==> src/rtl/split_pkg.sv <==
`timescale 1ns/1ps
package split_pkg;
  typedef logic [1:0] resp_t;
  localparam resp_t RESP_OKAY   = 2'b00;
  localparam resp_t RESP_SLVERR = 2'b10;
endpackage

==> src/rtl/split_addr_decode.sv <==
`timescale 1ns/1ps
// Window match and offset extraction for one address channel.
module split_addr_decode #(
  parameter int N_PORT = 3,
  parameter int ADDR_W = 16,
  parameter int IW     = 2,
  parameter logic [N_PORT*ADDR_W-1:0] WIN_BASE = '0,
  parameter logic [N_PORT*8-1:0]      WIN_LOG2 = '0
) (
  input  logic [ADDR_W-1:0]        addr,
  output logic [N_PORT-1:0]        hit,
  output logic [IW-1:0]            idx,
  output logic [N_PORT*ADDR_W-1:0] offset
);
  for (genvar g = 0; g < N_PORT; g++) begin : g_win
    localparam int              L    = int'(WIN_LOG2[g*8 +: 8]);
    localparam logic [ADDR_W-1:0] BASE = WIN_BASE[g*ADDR_W +: ADDR_W];
    localparam logic [ADDR_W-1:0] MASK = (ADDR_W'(1) << L) - ADDR_W'(1);
    assign hit[g] = ((addr ^ BASE) & ~MASK) == '0;
    assign offset[g*ADDR_W +: ADDR_W] = addr & MASK;
  end

  always_comb begin
    idx = '0;
    for (int i = 0; i < N_PORT; i++) begin
      if (hit[i]) idx = IW'(i);
    end
  end
endmodule

==> src/rtl/split_err_resp.sv <==
`timescale 1ns/1ps
// Registered local error response: set by start, held until ready.
module split_err_resp (
  input  logic clk,
  input  logic rst,
  input  logic start,
  input  logic ready,
  output logic valid
);
  always_ff @(posedge clk) begin
    if (rst)        valid <= 1'b0;
    else if (start) valid <= 1'b1;
    else if (ready) valid <= 1'b0;
  end

  AST_ERR_HOLD: assert property (@(posedge clk) disable iff (rst)
    valid && !ready |=> valid);
  AST_ERR_DONE: assert property (@(posedge clk) disable iff (rst)
    valid && ready |=> !valid);
endmodule

==> src/rtl/axil_window_split.sv <==
`timescale 1ns/1ps
module axil_window_split
  import split_pkg::*;
#(
  parameter int N_PORT = 3,
  parameter int ADDR_W = 16,
  parameter int DATA_W = 32,
  parameter logic [N_PORT*ADDR_W-1:0] WIN_BASE = {16'h4000, 16'h1000, 16'h0000},
  parameter logic [N_PORT*8-1:0]      WIN_LOG2 = {8'd13, 8'd12, 8'd12}
) (
  input  logic                         clk,
  input  logic                         rst,
  input  logic                         s_awvalid,
  input  logic [ADDR_W-1:0]            s_awaddr,
  output logic                         s_awready,
  input  logic                         s_wvalid,
  input  logic [DATA_W-1:0]            s_wdata,
  input  logic [DATA_W/8-1:0]          s_wstrb,
  output logic                         s_wready,
  output logic                         s_bvalid,
  output logic [1:0]                   s_bresp,
  input  logic                         s_bready,
  input  logic                         s_arvalid,
  input  logic [ADDR_W-1:0]            s_araddr,
  output logic                         s_arready,
  output logic                         s_rvalid,
  output logic [DATA_W-1:0]            s_rdata,
  output logic [1:0]                   s_rresp,
  input  logic                         s_rready,
  output logic [N_PORT-1:0]            m_awvalid,
  output logic [N_PORT*ADDR_W-1:0]     m_awaddr,
  input  logic [N_PORT-1:0]            m_awready,
  output logic [N_PORT-1:0]            m_wvalid,
  output logic [N_PORT*DATA_W-1:0]     m_wdata,
  output logic [N_PORT*DATA_W/8-1:0]   m_wstrb,
  input  logic [N_PORT-1:0]            m_wready,
  input  logic [N_PORT-1:0]            m_bvalid,
  input  logic [N_PORT*2-1:0]          m_bresp,
  output logic [N_PORT-1:0]            m_bready,
  output logic [N_PORT-1:0]            m_arvalid,
  output logic [N_PORT*ADDR_W-1:0]     m_araddr,
  input  logic [N_PORT-1:0]            m_arready,
  input  logic [N_PORT-1:0]            m_rvalid,
  input  logic [N_PORT*DATA_W-1:0]     m_rdata,
  input  logic [N_PORT*2-1:0]          m_rresp,
  output logic [N_PORT-1:0]            m_rready
);
  localparam int STRB_W = DATA_W / 8;
  localparam int IW     = (N_PORT > 1) ? $clog2(N_PORT) : 1;

  logic [N_PORT-1:0]        aw_hit, ar_hit;
  logic [IW-1:0]            aw_idx, ar_idx;
  logic [N_PORT*ADDR_W-1:0] aw_off, ar_off;

  logic          w_pend, r_pend;
  logic [IW-1:0] w_own, r_own;
  logic          err_b, err_r;
  logic          w_busy, r_busy, wr_ok, rd_ok, aw_take, ar_take;
  logic          err_w_go, err_r_go;

  split_addr_decode #(.N_PORT(N_PORT), .ADDR_W(ADDR_W), .IW(IW),
                      .WIN_BASE(WIN_BASE), .WIN_LOG2(WIN_LOG2))
    u_aw_dec (.addr(s_awaddr), .hit(aw_hit), .idx(aw_idx), .offset(aw_off));

  split_addr_decode #(.N_PORT(N_PORT), .ADDR_W(ADDR_W), .IW(IW),
                      .WIN_BASE(WIN_BASE), .WIN_LOG2(WIN_LOG2))
    u_ar_dec (.addr(s_araddr), .hit(ar_hit), .idx(ar_idx), .offset(ar_off));

  // Write channel acceptance
  assign w_busy   = w_pend | err_b;
  assign wr_ok    = s_awvalid & s_wvalid & (|aw_hit) & ~w_busy;
  assign aw_take  = m_awready[aw_idx] & m_wready[aw_idx];
  assign err_w_go = ~w_busy & s_awvalid & (~s_wvalid | ~(|aw_hit));
  assign s_awready = (wr_ok & aw_take) | (~w_busy & s_awvalid & s_wvalid & ~(|aw_hit));
  assign s_wready  = s_awready;

  // Read channel acceptance
  assign r_busy   = r_pend | err_r;
  assign rd_ok    = s_arvalid & (|ar_hit) & ~r_busy;
  assign ar_take  = m_arready[ar_idx];
  assign err_r_go = ~r_busy & s_arvalid & ~(|ar_hit);
  assign s_arready = (rd_ok & ar_take) | err_r_go;

  for (genvar g = 0; g < N_PORT; g++) begin : g_port
    assign m_awvalid[g] = wr_ok & aw_hit[g];
    assign m_wvalid[g]  = wr_ok & aw_hit[g];
    assign m_awaddr[g*ADDR_W +: ADDR_W] = aw_off[g*ADDR_W +: ADDR_W];
    assign m_wdata[g*DATA_W +: DATA_W]  = s_wdata;
    assign m_wstrb[g*STRB_W +: STRB_W]  = s_wstrb;
    assign m_bready[g]  = w_pend & (w_own == IW'(g)) & s_bready;
    assign m_arvalid[g] = rd_ok & ar_hit[g];
    assign m_araddr[g*ADDR_W +: ADDR_W] = ar_off[g*ADDR_W +: ADDR_W];
    assign m_rready[g]  = r_pend & (r_own == IW'(g)) & s_rready;
  end

  // Response return from the owning port or the local error path
  assign s_bvalid = err_b | (w_pend & m_bvalid[w_own]);
  assign s_bresp  = err_b ? RESP_SLVERR : m_bresp[int'(w_own)*2 +: 2];
  assign s_rvalid = err_r | (r_pend & m_rvalid[r_own]);
  assign s_rdata  = err_r ? '0 : m_rdata[int'(r_own)*DATA_W +: DATA_W];
  assign s_rresp  = err_r ? RESP_SLVERR : m_rresp[int'(r_own)*2 +: 2];

  always_ff @(posedge clk) begin
    if (rst) begin
      w_pend <= 1'b0;
      w_own  <= '0;
      r_pend <= 1'b0;
      r_own  <= '0;
    end else begin
      if (wr_ok & aw_take) begin
        w_pend <= 1'b1;
        w_own  <= aw_idx;
      end else if (w_pend & m_bvalid[w_own] & s_bready) begin
        w_pend <= 1'b0;
      end
      if (rd_ok & ar_take) begin
        r_pend <= 1'b1;
        r_own  <= ar_idx;
      end else if (r_pend & m_rvalid[r_own] & s_rready) begin
        r_pend <= 1'b0;
      end
    end
  end

  split_err_resp u_err_b (.clk(clk), .rst(rst), .start(err_w_go), .ready(s_bready), .valid(err_b));
  split_err_resp u_err_r (.clk(clk), .rst(rst), .start(err_r_go), .ready(s_rready), .valid(err_r));

  AST_ONE_AW: assert property (@(posedge clk) disable iff (rst)
    $onehot0(m_awvalid));
  AST_ONE_AR: assert property (@(posedge clk) disable iff (rst)
    $onehot0(m_arvalid));
  AST_WR_PAIR: assert property (@(posedge clk) disable iff (rst)
    s_awready |-> s_awvalid && s_wvalid && s_wready);
  AST_LONE_AW: assert property (@(posedge clk) disable iff (rst)
    s_awvalid && !s_wvalid |-> m_awvalid == '0 && m_wvalid == '0 && !s_awready);
  AST_UNMAPPED_RD: assert property (@(posedge clk) disable iff (rst)
    s_arvalid && ar_hit == '0 |-> m_arvalid == '0);
  AST_UNMAPPED_WR: assert property (@(posedge clk) disable iff (rst)
    s_awvalid && aw_hit == '0 && !s_bvalid && !w_pend |=> s_bvalid && s_bresp == RESP_SLVERR);
  AST_BUSY_NO_FWD: assert property (@(posedge clk) disable iff (rst)
    s_bvalid |-> m_awvalid == '0);
endmodule

==> config.mk <==
export PLATFORM = sky130hd
export DESIGN_NAME = axil_window_split
export DESIGN_NICKNAME = d
export VERILOG_FILES = /design/src/rtl/split_pkg.sv /design/src/rtl/split_addr_decode.sv /design/src/rtl/split_err_resp.sv /design/src/rtl/axil_window_split.sv
export SDC_FILE = /design/constraint.sdc
export NUM_CORES = 1
export LEC_CHECK = 0
export BUFFER_PORTS_ARGS = -buffer_cell sky130_fd_sc_hd__buf_4
export CAP_MARGIN = 0
export CORE_AREA = 3 3 179 181
export DETAILED_ROUTE_END_ITERATION = 12
export DIE_AREA = 0 0 182 184
export PLACE_DENSITY = 0.45
export SLEW_MARGIN = 20
export SYNTH_ARGS = -nofsm -noshare
export SYNTH_HDL_FRONTEND = slang
export SYNTH_SLANG_ARGS = --single-unit
export TNS_END_PERCENT = 100
==> constraint.sdc <==
create_clock -name clk -period 1.5 [get_ports clk]
set_input_delay 0 -clock clk [delete_from_list [all_inputs] [get_ports clk]]
set_output_delay 0 -clock clk [all_outputs]
set_load 0.01 [all_outputs]
==> results_dict.tcl, run 1 <==
set metrics [dict create \
    synthToLayoutAreaGrowth_pct 38.3 \
    synth_compound_area_share_pct 11.7 \
    synth_ff_type "dfxtp_1" \
    crit_path_max_fanout 4 \
    tightest_slew_ns 0.543 \
    regToRegSetupSlack_ns 0.04 \
    core-area_mm2 0.0306 \
    htree_levels 1 \
    finish.utilization_pct 13.9 \
    required_ns 1.50 \
    violations "setup timing" \
    placed_area_mm2 0.00363 \
    clk_latency_ns 0.23 \
    postLayoutSetupSlackWorst_ns -0.0948 \
    ys_types 39 \
    viasPerCell 3.20 \
    async_flop_share_pct 0 \
    seq_power_share_pct 13.9 \
    dieWidth_um 182 \
    synthCells 447 \
    ys_ff_latch 8 \
    grt_pass1_vias 2836 \
    maxClockFrequency_mhz 627 \
    final_max_slew_viol_count 0 \
    dp_hpwl_um 9980 \
    slew-limit-headroom_pct 63.8 \
    fin_area_mm2 0.00425 \
    fin_crit_sh_pct 106 \
    status "complete, but fails checks" \
    drtIter0Drc 119 \
    io_pins 458 \
    io_buffers 195 \
    clkTransAtPathRegs_ns 0.04 \
    vias 2790 \
    fp.dieH_um 184 \
    place_ws_ns 0.0272 \
    power_switching_uw 529 \
    grt_setup_unrepaired "true" \
    synthMuxAreaShare_pct 12.4 \
    cts_tree "yes" \
    crit_type "reg2out" \
    grt_usage_pct 7.34 \
    finalHoldViolCount 0 \
    postRouteAntennaNets 0 \
    r2r_cells 7 \
    r2r-end "r_pend" \
    hp-class "in2out" \
    synth_simple_gate_area_share_pct 16.0 \
    maxCapViolCount 0 \
    num_antenna_cells 0 \
    cts_made_buffers 3 \
    finalCriticalPeriod_ns 1.59 \
    sw_frac_of_total_pct 32.9 \
    end_kind "output port" \
    p_per_area_mw_per_mm2 378 \
    cts.sinks 8 \
    rr_startpoint "r_own[1]" \
    gr-total-overflow 0 \
    layout.nets 676 \
    syn_area_mm2 0.00307 \
    synth_adder_area_share_pct 0 \
    synth_top_family_by_area "buffers and inverters" \
    clockRootBuffer "clkbuf_16" \
    routabilityCongestion 0.734 \
    start_util_pct 10.0 \
    drive_gt1_share_pct 58.6 \
    firstDrtPassIters 4 \
    pwr-share-comb_pct 58.2 \
    cp-start-kind "flip-flop" \
    grt_pass1_wl_um 18200 \
    wire_per_inst_um 16.3 \
    p_clk_share_pct 27.9 \
    crit_path_end "s_rvalid" \
    route.detailed.drc 0 \
    synth_top_cell_area_share_pct 51.5 \
    setup_violations 28 \
    yosysWarnings 0 \
    critPathArrivalTime_ns 1.59 \
    p_leak_nw 1.88 \
    seq_area_frac_synth_pct 5.21 \
    wl_um 14200 \
    synth.largest_area_cell "buf_4" \
    synth_area_leaders "buf_4, mux2i_1, nor2_1, a21oi_1, dfxtp_1" \
    cts.path.max_buffers 2 \
    intPower_mw 1.08 \
    avgSynthCellArea_um2 6.88 \
    die_area_mm2 0.0335 \
    grt_max_degree 37 \
    fin_worst_skew_ns 0.000192 \
    ir_drop_uv 259 \
    crit_path_start "r_own[1]" \
    placementRows 64 \
    antenna_found_initial 0 \
    yosys.area_share.xor_xnor_pct 0 \
    synth-edff-count 0 \
]
[state kept, by name (all words and copies together) (netlist names)]
name / cells
u_err_r.valid: 1
w_own: 2
r_own: 2
u_err_b.valid: 1
w_pend: 1
r_pend: 1
[what timing repair did]
action,4_1_cts,5_1_grt
resized for setup,34,24
pin swaps,13,20
hold buffers,1,0
buffers inserted,11,7
endpoints found under the setup margin,17,41
cloned,4,4
endpoints found under the hold margin,3,0
[metrics by stage]
step                      instances  TNS (ns)  total power, mW  hold slack (ns)
after global routing            872     -3.73             1.72        0.0000301
after CTS                       864     -1.23             1.60         0.000132
after floorplan                 468         0             1.08           0.0507
final                           872    -0.530             1.61       0.00000630
after global placement          845         0             1.07         0.000132
after detailed placement        845         0             1.07         0.000132
[layout make-up]
class                      count  area (um^2)
tap                          396          495
multi-input combinational    227         1500
inverter                       6         22.5
sequential                     8          170
fill                        3551        26300
timing repair buffer         232         1990
clock buffer                   3         75.1
[critical path, cell delays in order (launching register included)]
cell and delay [ns]:
dfxtp_4 0.38, buf_12 0.14, nor2b_4 0.16, buf_6 0.13
buf_4 0.09, o2bb2ai_1 0.18, a21o_1 0.16, buf_4 0.13
[cells in the mapped netlist, types with 4 or more instances]
cell type and number:
nand2_1 4, buf_4 211, nor3_1 6, nor2_1 77, dfxtp_1 8, mux2i_1 38
clkbuf_1 10, inv_1 6, a21oi_1 41, and3_1 5
[worst min-delay path by stage]
stage | start | endpoint | slack, ns | depth (start not counted)
after floorplan | s_araddr[12] | m_arvalid[0] | 0.05 | 1
after global placement | s_awaddr[1] | m_awaddr[17] | 0.0001 | 0
after detailed placement | s_awaddr[1] | m_awaddr[17] | 0.0001 | 0
after CTS | s_awaddr[1] | m_awaddr[17] | 0.0001 | 0
after global routing | s_wdata[29] | m_wdata[29] | 0.00003 | 0
final | s_wdata[20] | m_wdata[52] | 0.000006 | 0
[layer usage]
| metal | vias to the layer above | track usage [%] | wire, um |
|---|---|---|---|
| li1 | 1289 | - | - |
| met1 | 1224 | 7.91 | 4960 |
| met2 | 202 | 12.3 | 6930 |
| met3 | 75 | 3.38 | 1720 |
| met4 | 0 | 3.47 | 582 |
| met5 | - | 0 | 0 |
[power by group through the flow]
stage,combinational (mW),sequential (mW),clock (mW)
after floorplan,0.853,0.228,0
after global placement,0.842,0.229,0
after detailed placement,0.844,0.229,0
after CTS,0.916,0.225,0.456
after global routing,1.01,0.224,0.477
final,0.935,0.224,0.447
[layout by cell type (no fill, tap or decap), drive strengths merged, types with 3 or more instances in the layout]
cell	n
a21o	3
a21oi	41
and3	5
buf	228
clkbuf	6
conb	22
dfxtp	8
inv	6
mux2i	38
nand2	4
nor2	77
nor2b	3
nor3	7
nor3b	3
o21ai	3
[logic make-up after synthesis]
kind of cell	Yosys count
AO/OA/AOI/OAI	60
buffers and inverters	233
flip-flops	8
multiplexers	38
other	1
AND/OR/NAND/NOR	107
(Power assumes the default switching activity.)
==> run 2: changes to the inputs <==
--- a/config.mk
+++ b/config.mk
@@ -7,10 +7,12 @@
 export LEC_CHECK = 0
 export BUFFER_PORTS_ARGS = -buffer_cell sky130_fd_sc_hd__buf_4
 export CAP_MARGIN = 0
-export CORE_AREA = 3 3 179 181
+export CELL_PAD_IN_SITES_DETAIL_PLACEMENT = 0
+export CELL_PAD_IN_SITES_GLOBAL_PLACEMENT = 1
+export CORE_AREA = 3 3 175 177
 export DETAILED_ROUTE_END_ITERATION = 12
-export DIE_AREA = 0 0 182 184
-export PLACE_DENSITY = 0.45
+export DIE_AREA = 0 0 178 180
+export PLACE_DENSITY = 0.64
 export SLEW_MARGIN = 20
 export SYNTH_ARGS = -nofsm -noshare
 export SYNTH_HDL_FRONTEND = slang
==> results_dict.tcl, run 2 (synthesized netlist as in run 1, its figures left out) <==
set metrics [dict create \
    status "complete, but fails checks" \
    violations "setup timing" \
    place_ws_ns -0.0269 \
    wire_per_inst_um 14.1 \
    min_to "m_wdata[11]" \
    final_cell_mix "buf_4, nor2_1, mux2i_1, a21oi_1, conb_1" \
    fin_worst_skew_ns 0.000319 \
    antenna_found_initial 1 \
    maxClockFrequency_mhz 635 \
    synthToLayoutAreaGrowth_pct 32.7 \
    postLayoutSetupSlackWorst_ns -0.0752 \
    placementRows 63 \
    layout.nets 676 \
    cts.path.max_buffers 2 \
    path_cells "buf_12 > buf_12 > mux2i_1 > nor2_1 > a21oi_1 > nor2_1 > buf_4" \
    route.met2.wl_um 5740 \
    cp-start-kind "flip-flop" \
    required_ns 1.50 \
    p_leak_nw 1.84 \
    maxCapViolCount 0 \
    io_buffers 195 \
    finalHoldViolCount 0 \
    wl_met3_um 1460 \
    wl_um 12200 \
    regArea_um2 168 \
    r2r_cells 6 \
    final_common_cell "buf_4" \
    postRouteAntennaNets 0 \
    start_util_pct 10.5 \
    core-area_mm2 0.0294 \
    fin_area_mm2 0.00408 \
    setup_violations 6 \
    critPathArrivalTime_ns 1.58 \
    final_max_slew_viol_count 0 \
    r2r-end "r_own[0]" \
    p_per_area_mw_per_mm2 382 \
    firstDrtPassIters 4 \
    end_kind "output port" \
    worst_path_max_delay_cell "dfxtp_4" \
    grt_setup_unrepaired "true" \
    n_fill_cell 3414 \
    postCtsHoldBufs 0 \
    drtIter0Drc 62 \
    fin_crit_sh_pct 105 \
    hp-class "in2out" \
    whs_ns 0.00000501 \
    io_pins 458 \
    ir_drop_uv 215 \
    rr_startpoint "u_err_r.valid" \
    crit_type "reg2out" \
    setup_tns_ns -0.167 \
    finalCriticalPeriod_ns 1.58 \
    route.detailed.drc 0 \
    routabilityCongestion 0.712 \
    grt_pass1_vias 2783 \
    viasPerCell 3.18 \
    gr-total-overflow 0 \
    cts_made_buffers 3 \
    critPathMaxStageDelay_ns 0.40 \
    route.layer.met1.wl_um 4160 \
    cts.sinks 8 \
    dr.max_layer_used "met5" \
    grt_usage_pct 6.49 \
    hold_depth 0 \
    clockRootBuffer "clkbuf_16" \
    placed_area_mm2 0.00365 \
    total_power_mw 1.56 \
    clk_latency_ns 0.23 \
    drive_gt1_share_pct 55.5 \
    vias 2757 \
    largestRegisters "r_own: 2 flops, w_own: 2 flops" \
    multi_input_area_mm2 0.00145 \
    cts_tree "yes" \
    htree_levels 1 \
    regToRegSetupSlack_ns 0.03 \
    dieWidth_um 178 \
    crit_path_max_fanout 7 \
    grt_pass1_wl_um 16000 \
    clkTransAtPathRegs_ns 0.04 \
    die_area_mm2 0.0320 \
    fp.dieH_um 180 \
    min_from "s_wdata[11]" \
    grt_max_degree 37 \
    num_antenna_cells 0 \
    dp_hpwl_um 9990 \
]
run 2: metal layers:
metal | global-route usage (%) | up-vias
met1 | 6.43 | 1187
met4 | 4.78 | 2
met2 | 11.0 | 199
li1 | - | 1294
met3 | 2.30 | 75
met5 | 0.463 | -
run 2: cell type report:
| cell class | count | share of cell area (%) |
|---|---|---|
| multi-input combinational | 227 | 35.5 |
| timing repair buffer | 232 | 46.0 |
| clock buffer | 3 | 1.84 |
| tap | 390 | 12.0 |
| sequential | 8 | 4.11 |
| inverter | 6 | 0.552 |
run 2: worst max-delay path by stage:
stage                       to  cells after the start           from
CTS                 s_rdata[8]                      6       r_own[1]
finish              s_rdata[2]                      7       r_own[1]
floorplan             w_own[0]                      4  u_err_b.valid
detailed placement      r_pend                      4       r_own[1]
global route        s_rdata[5]                      7       r_own[1]
global placement        r_pend                      4       r_own[1]
run 2: per-stage QoR:
step	util (%)	instances
CTS	12.9	854
floorplan	-	468
detailed placement	12.4	849
finish	13.9	866
global placement	12.4	849
global route	13.9	866
run 2: timing repair:
action	CTS	global route
pin swaps	1	11
endpoints found under the setup margin	35	42
buffers inserted	2	10
resized for setup	15	29
gates cloned	0	2
run 2: worst max-delay path: cells and delay by family (launching register included):
family,cells,cell delay (ns)
compound gates,1,0.19
buf+inv,3,0.42
flops,1,0.40
mux,1,0.19
simple gates,2,0.14
run 2: power by group:
| part | switching [mW] | leakage (nW) | internal [mW] | total, mW |
|---|---|---|---|---|
| clock network | 0.100 | 0.0370 | 0.343 | 0.443 |
| registers | 0.00515 | 0.0671 | 0.219 | 0.225 |
| logic | 0.392 | 1.74 | 0.501 | 0.892 |
==> run 3: changes to the inputs <==
--- a/config.mk
+++ b/config.mk
@@ -12,6 +12,7 @@
 export CORE_AREA = 3 3 175 177
 export DETAILED_ROUTE_END_ITERATION = 12
 export DIE_AREA = 0 0 178 180
+export HOLD_SLACK_MARGIN = 0.05
 export PLACE_DENSITY = 0.64
 export SLEW_MARGIN = 20
 export SYNTH_ARGS = -nofsm -noshare
==> results_dict.tcl, run 3 (synthesized netlist as in run 1, its figures left out) <==
set metrics [dict create \
    p_leak_nw 2.10 \
    path_buf_inv 4 \
    end_kind "output port" \
    clockRootBuffer "clkbuf_16" \
    status "complete, but fails checks" \
    regArea_um2 168 \
    cts_tree "yes" \
    dieWidth_um 178 \
    wl_um 13000 \
    drive_gt1_share_pct 48.9 \
    core-area_mm2 0.0294 \
    htree_levels 1 \
    final_max_slew_viol_count 0 \
    hp-class "in2reg" \
    drtIter0Drc 76 \
    io_pins 458 \
    num_antenna_cells 0 \
    die_area_mm2 0.0320 \
    largestRegisters "r_own: 2 flops, w_own: 2 flops" \
    violations "setup timing" \
    viasPerCell 3.27 \
    worst_path_max_delay_cell "dfxtp_4" \
    cts_made_buffers 3 \
    firstDrtPassIters 4 \
    dp_hpwl_um 9990 \
    clkTransAtPathRegs_ns 0.04 \
    final_cell_mix "buf_4, nor2_1, dlygate4sd3_1, mux2i_1, a21oi_1" \
    crit_path_max_fanout 7 \
    grt_pass1_vias 3023 \
    gr-total-overflow 0 \
    grt_setup_unrepaired "true" \
    grt_usage_pct 6.81 \
    placementRows 63 \
    fin_worst_skew_ns 0.000319 \
    route.detailed.drc 0 \
    path_cells "buf_12 > nor2b_4 > buf_12 > buf_8 > a21oi_1 > nor2_1 > buf_4" \
    ir_drop_uv 225 \
    crit_top_cell "buf_12" \
    fin_crit_sh_pct 103 \
    critPathArrivalTime_ns 1.55 \
    io_buffers 195 \
    synthToLayoutAreaGrowth_pct 52.2 \
    routabilityCongestion 0.712 \
    maxCapViolCount 0 \
    final_common_cell "buf_4" \
    crit_type "reg2out" \
    multi_input_area_mm2 0.00143 \
    total_power_mw 1.89 \
    wire_per_inst_um 14.1 \
    required_ns 1.50 \
    grt_pass1_wl_um 17000 \
    hold_depth 3 \
    fp.dieH_um 180 \
    maxClockFrequency_mhz 645 \
    p_per_area_mw_per_mm2 405 \
    start_util_pct 10.5 \
    antenna_found_initial 1 \
    cp_top_family "buffers and inverters" \
    cp-start-kind "flip-flop" \
    path_depth 7 \
    layout.nets 738 \
    grt_max_degree 37 \
    r2r_cells 6 \
    vias 3030 \
    postRouteAntennaNets 0 \
    setup_violations 9 \
    finalCriticalPeriod_ns 1.55 \
    cts.path.max_buffers 2 \
    postLayoutSetupSlackWorst_ns -0.0504 \
    whs_ns 0.0943 \
    finalHoldViolCount 0 \
    cts.sinks 8 \
    clk_latency_ns 0.23 \
    n_fill_cell 3357 \
    critPathMaxStageDelay_ns 0.37 \
]
run 3: layout make-up:
| cell class | count | area share (%) |
|---|---|---|
| multi-input combinational | 227 | 30.5 |
| sequential | 8 | 3.58 |
| timing repair buffer | 294 | 53.4 |
| tap | 390 | 10.4 |
| clock buffer | 3 | 1.60 |
| inverter | 6 | 0.481 |
run 3: what timing repair did:
action                                  CTS  global route
endpoints found under the setup margin   35            42
setup buffers                             2            11
hold buffers                             61             0
hold endpoints to repair                183             0
gates resized for setup                  15            25
pin swaps                                 1             9
cloned                                    0             2
run 3: path summary, 6_finish.rpt:
path	end	slack, ns	from
worst max-delay path	s_rdata[8]	-0.05	r_own[1]
worst min-delay path	r_pend	0.09	s_rready
worst max register to register	r_own[0]	0.01	u_err_r.valid
worst min register to register	u_err_b.valid	0.63	u_err_b.valid
run 3: through the flow:
stage / cell area (um^2) / util [%] / setup slack, ns / setup TNS [ns] / instances
final: 4680 / 15.9 / -0.0504 / -0.189 / 928
after global routing: 4680 / 15.9 / -0.115 / -2.53 / 928
after CTS: 4410 / 15.0 / -0.0753 / -0.940 / 915
after detailed placement: 3650 / 12.4 / -0.0269 / -0.0269 / 849
after global placement: 3650 / 12.4 / 0.0601 / 0 / 849
after floorplan: 3150 / - / 0.0847 / 0 / 468
run 3: routing by layer:
metal / wire length, um / share of wire, % / vias to the layer above / track usage, %
met5: 13 / 0.10 / - / 0
met4: 68 / 0.52 / 2 / 0.974
met3: 1010 / 7.8 / 6 / 0.803
met2: 7090 / 54 / 233 / 13.9
met1: 4860 / 37 / 1371 / 7.42
li1: - / - / 1418 / -
run 3: where the power goes:
group	internal (mW)	switching, mW
Combinational	0.608	0.618
Clock	0.343	0.101
Sequential	0.219	0.00526
Total	1.17	0.724
run 3: tightest hold or removal path, stage by stage:
cell,delay (ns)
buf_4,0.10
a211o_1,0.12
o31ai_1,0.06
